$ cat src/rtl/cmpq_pkg.sv
package cmpq_pkg;
  localparam int unsigned BASE_W  = 9;
  localparam int unsigned SCALE_W = 3;
  localparam int unsigned ADDR_W  = 3;
  localparam int unsigned REG_W   = BASE_W;
  localparam int unsigned CNT_W   = BASE_W + (1 << SCALE_W) - 1;
  localparam int unsigned EDGES   = 2;

  localparam logic [ADDR_W-1:0] A_CTRL = 3'd0;
  localparam logic [ADDR_W-1:0] A_LEN  = 3'd1;
  localparam logic [ADDR_W-1:0] A_FLAG = 3'd2;
  localparam logic [ADDR_W-1:0] A_IRQ  = 3'd3;
  localparam logic [ADDR_W-1:0] A_DMA  = 3'd4;

  typedef struct packed {
    logic [SCALE_W-1:0] scale;
    logic               invert;
    logic               force_byp;
    logic [2:0]         code;
  } ctrl_t;

  typedef enum logic [2:0] {
    Q_PASS, Q_IMM, Q_AFTER, Q_LO, Q_HI
  } qual_e;
endpackage

$ cat src/rtl/cmpq_regs.sv
module cmpq_regs
  import cmpq_pkg::*;
(
  input  logic              clk,
  input  logic              rst_n,
  input  logic              wr_en,
  input  logic [ADDR_W-1:0] wr_addr,
  input  logic [REG_W-1:0]  wr_data,
  output ctrl_t             ctrl,
  output logic [BASE_W-1:0] base_len,
  output logic [EDGES-1:0]  irq_en,
  output logic [EDGES-1:0]  dma_en,
  output logic [EDGES-1:0]  flag_clr
);
  localparam int unsigned CTRL_W = $bits(ctrl_t);

  always_ff @(posedge clk or negedge rst_n) begin
    if (!rst_n) begin
      ctrl     <= '0;
      base_len <= '0;
      irq_en   <= '0;
      dma_en   <= '0;
    end else if (wr_en) begin
      case (wr_addr)
        A_CTRL:  ctrl     <= ctrl_t'(wr_data[CTRL_W-1:0]);
        A_LEN:   base_len <= wr_data[BASE_W-1:0];
        A_IRQ:   irq_en   <= wr_data[EDGES-1:0];
        A_DMA:   dma_en   <= wr_data[EDGES-1:0];
        default: ;
      endcase
    end
  end

  assign flag_clr = (wr_en && wr_addr == A_FLAG) ? wr_data[EDGES-1:0] : '0;
endmodule

$ cat src/rtl/cmpq_filter.sv
module cmpq_filter
  import cmpq_pkg::*;
(
  input  logic              clk,
  input  logic              rst_n,
  input  logic              raw,
  input  ctrl_t             ctrl,
  input  logic [BASE_W-1:0] base_len,
  output logic              filt
);
  logic             pol_q;
  logic             out_d;
  logic [CNT_W-1:0] cnt_q, cnt_d;
  logic [CNT_W-1:0] hold_len;
  logic [CNT_W:0]   cnt_inc;
  logic             differs, reached, slow;
  qual_e            qual;

  always_comb begin
    if (ctrl.force_byp || !ctrl.code[2]) qual = Q_PASS;
    else begin
      case (ctrl.code[1:0])
        2'd0:    qual = Q_IMM;
        2'd1:    qual = Q_AFTER;
        2'd2:    qual = Q_LO;
        default: qual = Q_HI;
      endcase
    end
  end

  assign hold_len = CNT_W'((base_len == '0) ? BASE_W'(1) : base_len) << ctrl.scale;
  assign cnt_inc  = {1'b0, cnt_q} + 1'b1;
  assign reached  = cnt_inc >= {1'b0, hold_len};
  assign differs  = pol_q != filt;
  assign slow     = (qual == Q_AFTER) || (qual == Q_LO && !pol_q) ||
                    (qual == Q_HI && pol_q);

  always_comb begin
    out_d = filt;
    cnt_d = cnt_q;
    case (qual)
      Q_PASS: begin
        out_d = pol_q;
        cnt_d = '0;
      end
      Q_IMM: begin
        if (cnt_q != '0) begin
          cnt_d = reached ? '0 : cnt_inc[CNT_W-1:0];
        end else if (differs) begin
          out_d = pol_q;
          cnt_d = (hold_len > CNT_W'(1)) ? CNT_W'(1) : '0;
        end
      end
      default: begin
        if (!differs) begin
          cnt_d = '0;
        end else if (!slow || reached) begin
          out_d = pol_q;
          cnt_d = '0;
        end else begin
          cnt_d = cnt_inc[CNT_W-1:0];
        end
      end
    endcase
  end

  always_ff @(posedge clk or negedge rst_n) begin
    if (!rst_n) begin
      pol_q <= 1'b0;
      filt  <= 1'b0;
      cnt_q <= '0;
    end else begin
      pol_q <= raw ^ ctrl.invert;
      filt  <= out_d;
      cnt_q <= cnt_d;
    end
  end


  pass_follow_chk: assert property (@(posedge clk) disable iff (!rst_n)
    qual == Q_PASS |=> filt == $past(pol_q));

  after_hold_chk: assert property (@(posedge clk) disable iff (!rst_n)
    (qual == Q_AFTER && pol_q == filt) |=> $stable(filt));

  imm_blank_chk: assert property (@(posedge clk) disable iff (!rst_n)
    (qual == Q_IMM && cnt_q != '0) |=> $stable(filt));

  lo_rise_chk: assert property (@(posedge clk) disable iff (!rst_n)
    (qual == Q_LO && pol_q && !filt) |=> filt);
endmodule

$ cat src/rtl/cmpq_edges.sv
module cmpq_edges
  import cmpq_pkg::*;
(
  input  logic             clk,
  input  logic             rst_n,
  input  logic             filt,
  input  logic [EDGES-1:0] clr,
  output logic [EDGES-1:0] flags
);
  logic prev_q;

  always_ff @(posedge clk or negedge rst_n) begin
    if (!rst_n) prev_q <= 1'b0;
    else        prev_q <= filt;
  end

  for (genvar g = 0; g < EDGES; g++) begin : g_edge
    logic ev;
    logic flag_q;
    if (g == 0) begin : g_rise
      assign ev = filt & ~prev_q;
    end else begin : g_fall
      assign ev = ~filt & prev_q;
    end

    always_ff @(posedge clk or negedge rst_n) begin
      if (!rst_n)      flag_q <= 1'b0;
      else if (ev)     flag_q <= 1'b1;
      else if (clr[g]) flag_q <= 1'b0;
    end
    assign flags[g] = flag_q;


    flag_sticky_chk: assert property (@(posedge clk) disable iff (!rst_n)
      (flags[g] && !clr[g]) |=> flags[g]);
  end


  rise_sets_chk: assert property (@(posedge clk) disable iff (!rst_n)
    $rose(filt) |=> flags[0]);

  fall_sets_chk: assert property (@(posedge clk) disable iff (!rst_n)
    $fell(filt) |=> flags[1]);
endmodule

$ cat src/rtl/cmp_qualifier.sv
module cmp_qualifier
  import cmpq_pkg::*;
(
  input  logic              clk,
  input  logic              rst_n,
  input  logic              cmp_raw,
  input  logic              wr_en,
  input  logic [ADDR_W-1:0] wr_addr,
  input  logic [REG_W-1:0]  wr_data,
  input  logic [ADDR_W-1:0] rd_addr,
  output logic [REG_W-1:0]  rd_data,
  output logic              cmp_out,
  output logic              irq,
  output logic              dma_rise,
  output logic              dma_fall
);
  ctrl_t             ctrl;
  logic [BASE_W-1:0] base_len;
  logic [EDGES-1:0]  irq_en, dma_en, flag_clr, flags;

  cmpq_regs u_regs (
    .clk(clk), .rst_n(rst_n), .wr_en(wr_en), .wr_addr(wr_addr),
    .wr_data(wr_data), .ctrl(ctrl), .base_len(base_len),
    .irq_en(irq_en), .dma_en(dma_en), .flag_clr(flag_clr)
  );

  cmpq_filter u_filter (
    .clk(clk), .rst_n(rst_n), .raw(cmp_raw), .ctrl(ctrl),
    .base_len(base_len), .filt(cmp_out)
  );

  cmpq_edges u_edges (
    .clk(clk), .rst_n(rst_n), .filt(cmp_out), .clr(flag_clr), .flags(flags)
  );

  always_comb begin
    case (rd_addr)
      A_CTRL:  rd_data = REG_W'(ctrl);
      A_LEN:   rd_data = REG_W'(base_len);
      A_FLAG:  rd_data = REG_W'(flags);
      A_IRQ:   rd_data = REG_W'(irq_en);
      A_DMA:   rd_data = REG_W'(dma_en);
      default: rd_data = '0;
    endcase
  end

  assign irq      = |(flags & irq_en);
  assign dma_rise = flags[0] & dma_en[0];
  assign dma_fall = flags[1] & dma_en[1];


  irq_drop_chk: assert property (@(posedge clk) disable iff (!rst_n)
    $fell(irq) |-> $past(wr_en));

  dma_rise_drop_chk: assert property (@(posedge clk) disable iff (!rst_n)
    $fell(dma_rise) |-> $past(wr_en));

  dma_fall_drop_chk: assert property (@(posedge clk) disable iff (!rst_n)
    $fell(dma_fall) |-> $past(wr_en));
endmodule

$ cat config.mk
export PLATFORM = sky130hd
export DESIGN_NAME = cmp_qualifier
export DESIGN_NICKNAME = d
export VERILOG_FILES = /design/src/rtl/cmpq_pkg.sv /design/src/rtl/cmpq_regs.sv /design/src/rtl/cmpq_filter.sv /design/src/rtl/cmpq_edges.sv /design/src/rtl/cmp_qualifier.sv
export SDC_FILE = /design/constraint.sdc
export NUM_CORES = 1
export LEC_CHECK = 0
export BUFFER_PORTS_ARGS = -buffer_cell sky130_fd_sc_hd__buf_2
export CAP_MARGIN = 20
export CORE_ASPECT_RATIO = 1.1
export CORE_UTILIZATION = 56
export CTS_BUF_LIST = sky130_fd_sc_hd__clkbuf_8
export DETAILED_ROUTE_END_ITERATION = 8
export PLACE_DENSITY = 0.78
export REMOVE_ABC_BUFFERS = 1
export SLEW_MARGIN = 10
export SYNTH_ARGS = -nofsm -noshare
export SYNTH_HDL_FRONTEND = slang
export SYNTH_SLANG_ARGS = --single-unit
$ cat constraint.sdc
create_clock -name clk -period 2.9 [get_ports clk]
set_clock_uncertainty 0.05 [all_clocks]
set_input_delay 0.435 -clock clk [delete_from_list [all_inputs] [get_ports clk]]
set_output_delay 0.435 -clock clk [all_outputs]
set_load 0.05 [all_outputs]
==> flow_summary.yaml, run 1 <==
run_status:
  outcome: "complete, but fails checks"
  violations: "negative setup slack"
timing:
  tightestPinTransition_ns: 0.9703
  relSlewSlack: 0.3531
  fin_crit_sh: 1.095
  rsz0062_at_grt: "yes"
  fin_ws_ns: -0.2767
  fmax_mhz: 314.8
  timing.hold.ws_ns: 0.2204
  finalSetupViolations: 16
  finalMaxSlewViolations: 0
  tns_ns: -3.494
  fin_crit_ns: 3.177
  final-hold-violation-count: 0
synth:
  synth_warnings: 0
  yosys.area.top_type_share: 0.3253
  ys.flop_type: "dfrtp_1"
  seq_area_frac_synth: 0.3253
  syn_area_um2: 3231
  ys_types: 62
  yosys_register_bits: 42
  synth_edf_count: 0
  yosysTopAreaCell: "dfrtp_1"
  synth_area_leaders: "dfrtp_1 33%, ha_1 8.1%, mux2_2 7.0%"
  synth-async-reset-ratio: 1.000
  synthCells: 346
  avgSynthCellArea_um2: 9.337
clock_tree:
  insertion_delay_ns: 0.31
  cts_root_buf: "clkbuf_8"
  cts_buffers: 5
  htreeDepth: 2
  cts_sinks: 42
  cts_tree: "done"
  path_clk_slew_ns: 0.09
  clockBufferDepth: 2
  hold_buffers: 0
final_layout:
  final_util: 0.8494
  drive_above_1_share: 0.4564
  final_cell_mix: "69 x buf_4, 41 x dfrtp_1, 31 x buf_2"
  insertedDiodeCount: 0
  syn_to_final_growth_pct: 43.69
  nNetsFinal: 486
  multi_input_area_um2: 2507
  final_cell_area_um2: 4642
  fin_cells: 522
  nFillCells: 286
  seq_area_um2: 1052
  layout_commonest_cell: "buf_4"
critical_path:
  slowest_stage: "dfrtp_1"
  critPathBufInv: 6
  critPathMaxStageDelay_ns: 0.42
  worstSetupStartpointType: "flop"
  critPathCaptureType: "flop"
  worstPathArrival_ns: 3.34
  crit_chain: "buf_6, inv_4, nor3_4, and4_4, nand3_4, xor2_2, inv_2, ha_4, buf_4, o21ai_4, nor3_2, o31a_1, nor3_2, buf_4, clkbuf_16, and3_1"
  worstSetupPathType: "flop to flop"
  cp_top_family: "simple AND/OR/NAND/NOR gates"
  cp_max_fo: 5
  critPathRequiredTime_ns: 3.06
die:
  die_h_um: 81.66
  start_util: 0.5911
  core-area_um2: 5465
  dieArea_um2: 6077
  fp-row-count: 28
  ios: 32
  fp.dieW_um: 74.42
flow_run:
  maxCapViolCount: 0
power:
  p_comb_frac: 0.536
  p_seq_frac: 0.263
  sw_frac_of_total: 0.4099
  intPower_mw: 1.751
  p_leak_nw: 2.154
  p_clk_frac: 0.201
  ir_drop_uv: 447.2
  p_total_mw: 2.968
  p_sw_mw: 1.217
  power_density_nw_per_um2: 639.3
placement:
  gp_congestion: 0.9222
  post-dp-hpwl_mm: 6.766
  place_area_um2: 3940
  dp_slack_ns: -0.3172
  portBuffers: 31
  place_inst: 502
drt:
  first_pass_iters: 5
  drc: 0
  wl_per_cell_um: 20.74
  vias: 3391
  ant_nets: 0
  wirelength_mm: 10.83
  drtIter0Drc: 223
  vias_per_cell: 6.496
global_route:
  grt_first_pass_wirelength_mm: 15.20
  grt_usage: 0.3327
  grt_pass1_vias: 3178
  overflow: 0
  antenna_found_initial: 0
  grt_start_max_net_pins: 43
min_path:
  holdCritPathClass: "input port to asynchronous set/reset pin"
[synth_stat cells (10+ instances only)]
cell type   n
dfrtp_1    42
nand2_1    26
ha_1       21
mux2_2     20
nor2_1     20
o21ai_0    17
mux2i_1    14
inv_1      13
and3_1     12
nor3_1     11
a21oi_1    10
nor4_1     10
[worst paths after layout]
check,cells past startpoint,slack (ns),to,from
worst max-delay path,16,-0.28,u_filter.cnt_q[5]$_DFFE_PN0P_,u_filter.cnt_q[0]$_DFFE_PN0P_
worst min-delay path,1,0.22,u_filter.cnt_q[3]$_DFFE_PN0P_,rst_n
worst max register to register,16,-0.28,u_filter.cnt_q[5]$_DFFE_PN0P_,u_filter.cnt_q[0]$_DFFE_PN0P_
worst min register to register,1,0.46,u_filter.pol_q$_DFF_PN0_,u_regs.ctrl[4]$_DFFE_PN0P_
max in group asynchronous,1,1.90,u_regs.ctrl[6]$_DFFE_PN0P_,rst_n
min in group clk,2,0.25,u_filter.pol_q$_DFF_PN0_,cmp_raw
[power groups by stage]
stage | combinational, mW | clock [mW] | sequential (mW)
after global placement | 1.24 | 0 | 0.765
after global routing | 1.67 | 0.624 | 0.793
after floorplan | 0.720 | 0 | 0.817
after detailed placement | 1.28 | 0 | 0.767
final | 1.59 | 0.597 | 0.779
after CTS | 1.40 | 0.587 | 0.773
[timing repair]
item                       CTS  global route
setup endpoints to repair   17            17
gates resized for setup     42            44
pin swaps                   24            22
cloned                       0             1
setup buffers                8             5
[flip-flops by register name, indices dropped and copies added (netlist names), 2 cells and up]
| signal | count |
|---|---|
| u_regs.irq_en | 2 |
| u_filter.cnt_q | 16 |
| u_regs.base_len | 9 |
| u_edges.g_edge.flag_q | 2 |
| u_regs.ctrl | 8 |
| u_regs.dma_en | 2 |
[kinds of logic (layout without fill, tap and decap cells)]
logic type,after synthesis,in the layout,share of synthesized area
and+or+nand+nor,130,130,0.2270
buffers and inverters,28,129,0.03524
adders and majority gates,21,21,0.08133
xor gates and xnor gates,16,16,0.04338
muxes,36,36,0.1247
AOI/OAI and AO/OA,73,73,0.1631
DFF,42,42,0.3253
[routing by layer]
metal  vias to the layer above  routed length, um  GRT usage
li1                       1508                  -          -
met1                      1665               4104     0.3930
met2                       158               5710     0.5910
met3                        60                482    0.06380
met4                         0                528     0.1264
met5                         -                  0          0
[final cells by class]
cell class / instances / share of cell area
Tap cell: 75 / 0.02022
Clock inverter: 2 / 0.01294
Sequential cell: 42 / 0.2267
Multi-Input combinational cell: 276 / 0.5402
Clock buffer: 6 / 0.01779
Inverter: 13 / 0.01105
Timing Repair Buffer: 108 / 0.1712
Power figures use the tool's default switching activity.
==> inputs of run 2 (changes only) <==
--- a/config.mk
+++ b/config.mk
@@ -8,10 +8,9 @@
 export BUFFER_PORTS_ARGS = -buffer_cell sky130_fd_sc_hd__buf_2
 export CAP_MARGIN = 20
 export CORE_ASPECT_RATIO = 1.1
-export CORE_UTILIZATION = 56
-export CTS_BUF_LIST = sky130_fd_sc_hd__clkbuf_8
+export CORE_UTILIZATION = 54
 export DETAILED_ROUTE_END_ITERATION = 8
-export PLACE_DENSITY = 0.78
+export PLACE_DENSITY = 0.76
 export REMOVE_ABC_BUFFERS = 1
 export SLEW_MARGIN = 10
 export SYNTH_ARGS = -nofsm -noshare
==> constraint.sdc (replaced) <==
create_clock -name clk -period 2.9 [get_ports clk]
set_clock_uncertainty 0.05 [all_clocks]
set_input_delay 0.435 -clock clk [delete_from_list [all_inputs] [get_ports clk]]
set_output_delay 0.435 -clock clk [all_outputs]
set_load 0.1 [all_outputs]
==> flow_summary.yaml, run 2 (synthesis gave the netlist of run 1 again) <==
timing:
  fmax_mhz: 305.8
  finalMaxSlewViolations: 0
  tightestPinTransition_ns: 0.5343
  timing.hold.ws_ns: -0.01698
  rsz0062_at_grt: "yes"
  fin_ws_ns: -0.3706
  fin_crit_ns: 3.271
  finalSetupViolations: 17
  tns_ns: -4.268
  final-hold-violation-count: 13
  relSlewSlack: 0.6390
  fin_crit_sh: 1.128
final_layout:
  multi_input_area_um2: 2416
  insertedDiodeCount: 0
  nNetsFinal: 490
  nFillCells: 361
  final_cell_area_um2: 4506
  drive_above_1_share: 0.4368
  layout_commonest_cell: "buf_4"
  top_regs: "u_filter.cnt_q x16, u_regs.base_len x9, u_regs.ctrl x8"
  seq_area_um2: 1052
  regMostFlops: "u_filter.cnt_q"
  final_cell_mix: "76 x buf_4, 41 x dfrtp_1, 31 x buf_2"
  syn_to_final_growth_pct: 39.47
  largest_reg_flops: 16
power:
  power_density_nw_per_um2: 621.0
  ir_drop_uv: 513.1
  p_leak_nw: 2.077
clock_tree:
  path_clk_slew_ns: 0.09
  hold_buffers: 0
  htreeDepth: 2
  cts_root_buf: "clkbuf_8"
  cts_buffers: 5
  insertion_delay_ns: 0.31
  clockBufferDepth: 2
  cts_sinks: 42
  cts_tree: "done"
critical_path:
  worstSetupPathType: "flop to flop"
  worstPathArrival_ns: 3.42
  r2r-start: "u_filter.cnt_q[1]$_DFFE_PN0P_"
  crit_start: "u_filter.cnt_q[1]$_DFFE_PN0P_"
  cp_max_fo: 3
  worstSetupStartpointType: "flop"
  critPathRequiredTime_ns: 3.05
  critPathCaptureType: "flop"
die:
  start_util: 0.5600
  fp.dieW_um: 75.75
  fp-row-count: 29
  core-area_um2: 5769
  dieArea_um2: 6296
  die_h_um: 83.12
  ios: 32
drt:
  ant_nets: 0
  vias: 3295
  first_pass_iters: 5
  vias_per_cell: 6.241
  drc: 0
  drtIter0Drc: 181
  wl_per_cell_um: 19.17
  wirelength_mm: 10.12
global_route:
  grt_usage: 0.3277
  grt_first_pass_wirelength_mm: 15.62
  antenna_found_initial: 0
  grt_start_max_net_pins: 43
  overflow: 0
  grt_pass1_vias: 3360
placement:
  gp_congestion: 0.9188
  post-dp-hpwl_mm: 7.005
  portBuffers: 31
  place_area_um2: 3960
run_status:
  outcome: "complete, but fails checks"
  violations: "negative hold slack, negative setup slack"
min_path:
  holdCritPathClass: "input port to asynchronous set/reset pin"
flow_run:
  maxCapViolCount: 0
## run 2: cell types whose count changed in the layout (fill, tap and decap cells not counted), moves of 3 or more
cell | previous run | this run
buf_4 | 69 | 76
and3_4 | 0 | 3
and3_1 | 12 | 9
mux2i_1 | 10 | 13
inv_1 | 10 | 13
## run 2: cell type report
| cell class | instances | area share |
|---|---|---|
| clock inverters | 3 | 0.005276 |
| inverters | 13 | 0.01083 |
| multi-input cells | 276 | 0.5362 |
| well taps | 77 | 0.02138 |
| repair buffers | 112 | 0.1775 |
| clock buffers | 5 | 0.01527 |
| flip-flops and latches | 42 | 0.2335 |
## run 2: per-stage QoR
step,utilization,cells,power (mW),setup WS [ns],hold WS [ns]
4_1_cts,0.7428,522,2.702,-0.1789,0.2547
6_report,0.7810,528,2.798,-0.3706,-0.01698
5_1_grt,0.7810,528,2.927,-0.5242,0.007307
3_3_place_gp,0.6864,508,2.128,-0.3260,0.4409
3_5_place_dp,0.6864,508,2.173,-0.3615,0.4270
2_1_floorplan,-,331,1.653,-0.4200,0.08941
## run 2: layer usage
metal | share of wire | up-vias | track usage | wire, um
li1 | - | 1504 | - | -
met1 | 0.37 | 1580 | 0.3800 | 3772
met2 | 0.53 | 154 | 0.5825 | 5317
met3 | 0.051 | 57 | 0.04976 | 518
met4 | 0.051 | 0 | 0.1279 | 515
met5 | 0 | - | 0 | 0
## run 2: timing repair
item                                    4_1_cts  5_1_grt
setup buffers                                 7        5
gates resized for setup                      38       24
pin swaps                                    19       19
cloned                                        0        0
endpoints found under the setup margin       17       17
## run 2: worst max-delay path, cell delays in order, from the launching register on
cell,delay (ns)
dfrtp_1,0.42
buf_6,0.12
inv_1,0.05
nor3_2,0.24
and4_4,0.30
xor2_1,0.28
ha_1,0.30
nand4_1,0.15
nor4_2,0.07
a311o_2,0.39
o21bai_4,0.19
o32ai_2,0.27
mux2_4,0.32
## run 2: path summary, 6_finish.rpt
path	slack, ns	cells past startpoint	to
worst max-delay path	-0.37	12	u_filter.filt$_DFFE_PN0P_
worst min-delay path	-0.02	1	u_filter.cnt_q[7]$_DFFE_PN0P_
worst max register to register	-0.37	12	u_filter.filt$_DFFE_PN0P_
worst min register to register	0.47	0	u_edges.prev_q$_DFF_PN0_
max in group asynchronous	2.32	2	u_regs.ctrl[6]$_DFFE_PN0P_
min in group clk	0.27	2	u_filter.pol_q$_DFF_PN0_
## run 2: report_power, final
part,internal (mW),switching [mW]
sequential,0.674,0.102
combinational,0.680,0.936
clock,0.172,0.233
total,1.53,1.27
==> inputs of run 3 (changes only) <==
--- a/config.mk
+++ b/config.mk
@@ -12,6 +12,7 @@
 export DETAILED_ROUTE_END_ITERATION = 8
 export PLACE_DENSITY = 0.76
 export REMOVE_ABC_BUFFERS = 1
+export SKIP_CTS_REPAIR_TIMING = 1
 export SLEW_MARGIN = 10
 export SYNTH_ARGS = -nofsm -noshare
 export SYNTH_HDL_FRONTEND = slang
==> flow_summary.yaml, run 3 (synthesis gave the netlist of run 1 again) <==
final_layout:
  syn_to_final_growth_pct: 33.73
  largest_reg_flops: 16
  drive_above_1_share: 0.4005
  top_regs: "u_filter.cnt_q x16, u_regs.base_len x9, u_regs.ctrl x8"
  insertedDiodeCount: 0
  nFillCells: 387
  nNetsFinal: 481
  regMostFlops: "u_filter.cnt_q"
  final_cell_area_um2: 4320
  layout_commonest_cell: "buf_4"
  final_cell_mix: "69 x buf_4, 41 x dfrtp_1, 31 x buf_2"
timing:
  tightestPinTransition_ns: 0.5788
  rsz0062_at_grt: "yes"
  finalSetupViolations: 17
  fmax_mhz: 310.6
  final-hold-violation-count: 13
  finalMaxSlewViolations: 0
  fin_crit_sh: 1.110
  timing.hold.ws_ns: -0.02399
  relSlewSlack: 0.6114
  fin_ws_ns: -0.3192
  fin_crit_ns: 3.219
critical_path:
  critPathCaptureType: "flop"
  worstSetupStartpointType: "flop"
  cp_max_fo: 6
  r2r-start: "u_filter.cnt_q[0]$_DFFE_PN0P_"
  worstPathArrival_ns: 3.36
  r2r-end: "u_filter.filt$_DFFE_PN0P_"
  reg2reg_slack_ns: -0.32
  worstSetupPathType: "flop to flop"
  reg2reg_depth: 14
  critPathRequiredTime_ns: 3.05
global_route:
  antenna_found_initial: 0
  grt_pass1_vias: 3194
  grt.busiest_layer: "met2"
  grt_usage: 0.3060
  grt_start_max_net_pins: 43
  met1_usage: 0.3673
  grt_first_pass_wirelength_mm: 14.72
  grt_use_met3: 0.03398
  overflow: 0
  use_met2: 0.5471
flow_run:
  maxCapViolCount: 0
drt:
  drtIter0Drc: 209
  ant_nets: 0
  drc: 0
  vias_per_cell: 6.173
  vias: 3204
  wl_per_cell_um: 18.74
  first_pass_iters: 4
  wirelength_mm: 9.728
die:
  core-area_um2: 5769
  dieArea_um2: 6296
  fp.dieW_um: 75.75
  start_util: 0.5600
  ios: 32
  die_h_um: 83.12
  fp-row-count: 29
clock_tree:
  cts_sinks: 42
  insertion_delay_ns: 0.31
  clockBufferDepth: 2
  path_clk_slew_ns: 0.09
  cts_tree: "done"
  cts_root_buf: "clkbuf_8"
  htreeDepth: 2
  cts_buffers: 5
min_path:
  holdCritPathClass: "input port to asynchronous set/reset pin"
placement:
  post-dp-hpwl_mm: 7.005
  gp_congestion: 0.9188
  portBuffers: 31
  place_area_um2: 3960
power:
  ir_drop_uv: 515.9
  p_total_mw: 2.746
  power_density_nw_per_um2: 635.6
  p_leak_nw: 2.013
run_status:
  violations: "negative hold slack, negative setup slack"
  outcome: "complete, but fails checks"
-- run 3: stage by stage --
stage          utilization  setup TNS [ns]  std cells  hold WS (ns)  setup slack, ns
2_1_floorplan            -          -5.031        331       0.08941          -0.4200
3_3_place_gp        0.6864          -4.218        508        0.4409          -0.3260
3_5_place_dp        0.6864          -4.498        508        0.4270          -0.3615
4_1_cts             0.7025          -5.031        516        0.2548          -0.3889
5_1_grt             0.7489          -6.831        519      0.007448          -0.4863
6_report            0.7489          -3.904        519      -0.02399          -0.3192
-- run 3: metal layers --
layer  part of all wire  vias up
li1                   -     1484
met1               0.40     1575
met2               0.53      110
met3              0.035       35
met4              0.033        0
met5                  0        -
-- run 3: how the worst max path moves through the flow --
| stage | from | to | slack [ns] |
|---|---|---|---|
| 2_1_floorplan | u_regs.ctrl[6]$_DFFE_PN0P_ | u_filter.cnt_q[1]$_DFFE_PN0P_ | -0.42 |
| 3_3_place_gp | u_regs.base_len[8]$_DFFE_PN0P_ | u_filter.cnt_q[0]$_DFFE_PN0P_ | -0.33 |
| 3_5_place_dp | u_regs.base_len[8]$_DFFE_PN0P_ | u_filter.cnt_q[0]$_DFFE_PN0P_ | -0.36 |
| 4_1_cts | u_regs.base_len[8]$_DFFE_PN0P_ | u_filter.cnt_q[0]$_DFFE_PN0P_ | -0.39 |
| 5_1_grt | u_filter.cnt_q[0]$_DFFE_PN0P_ | u_filter.filt$_DFFE_PN0P_ | -0.49 |
| 6_report | u_filter.cnt_q[0]$_DFFE_PN0P_ | u_filter.filt$_DFFE_PN0P_ | -0.32 |
-- run 3: area by class of cell --
type / instances / area (um^2) / share of cell area
clock buffer: 5 / 68.82 / 0.01593
clock inverter: 3 / 23.77 / 0.005502
inverter: 13 / 48.80 / 0.01129
multi-input combinational: 276 / 2306 / 0.5337
sequential: 42 / 1052 / 0.2436
tap: 77 / 96.34 / 0.02230
timing repair buffer: 103 / 724.4 / 0.1677
-- run 3: worst max-delay path, cell delays in order, from the launching register on --
cell      delay (ns)
dfrtp_1         0.38
buf_6           0.14
inv_1           0.06
nor3_2          0.23
and4_4          0.27
nand3_1         0.11
xor2_1          0.24
inv_1           0.12
ha_4            0.25
nand4_1         0.09
nor4_1          0.06
a311o_2         0.33
o21bai_4        0.18
o32ai_2         0.28
mux2_4          0.32
-- run 3: power breakdown --
group	total, mW	internal [mW]	switching (mW)
clock	0.404	0.172	0.232
sequential	0.778	0.674	0.103
combinational	1.56	0.638	0.926
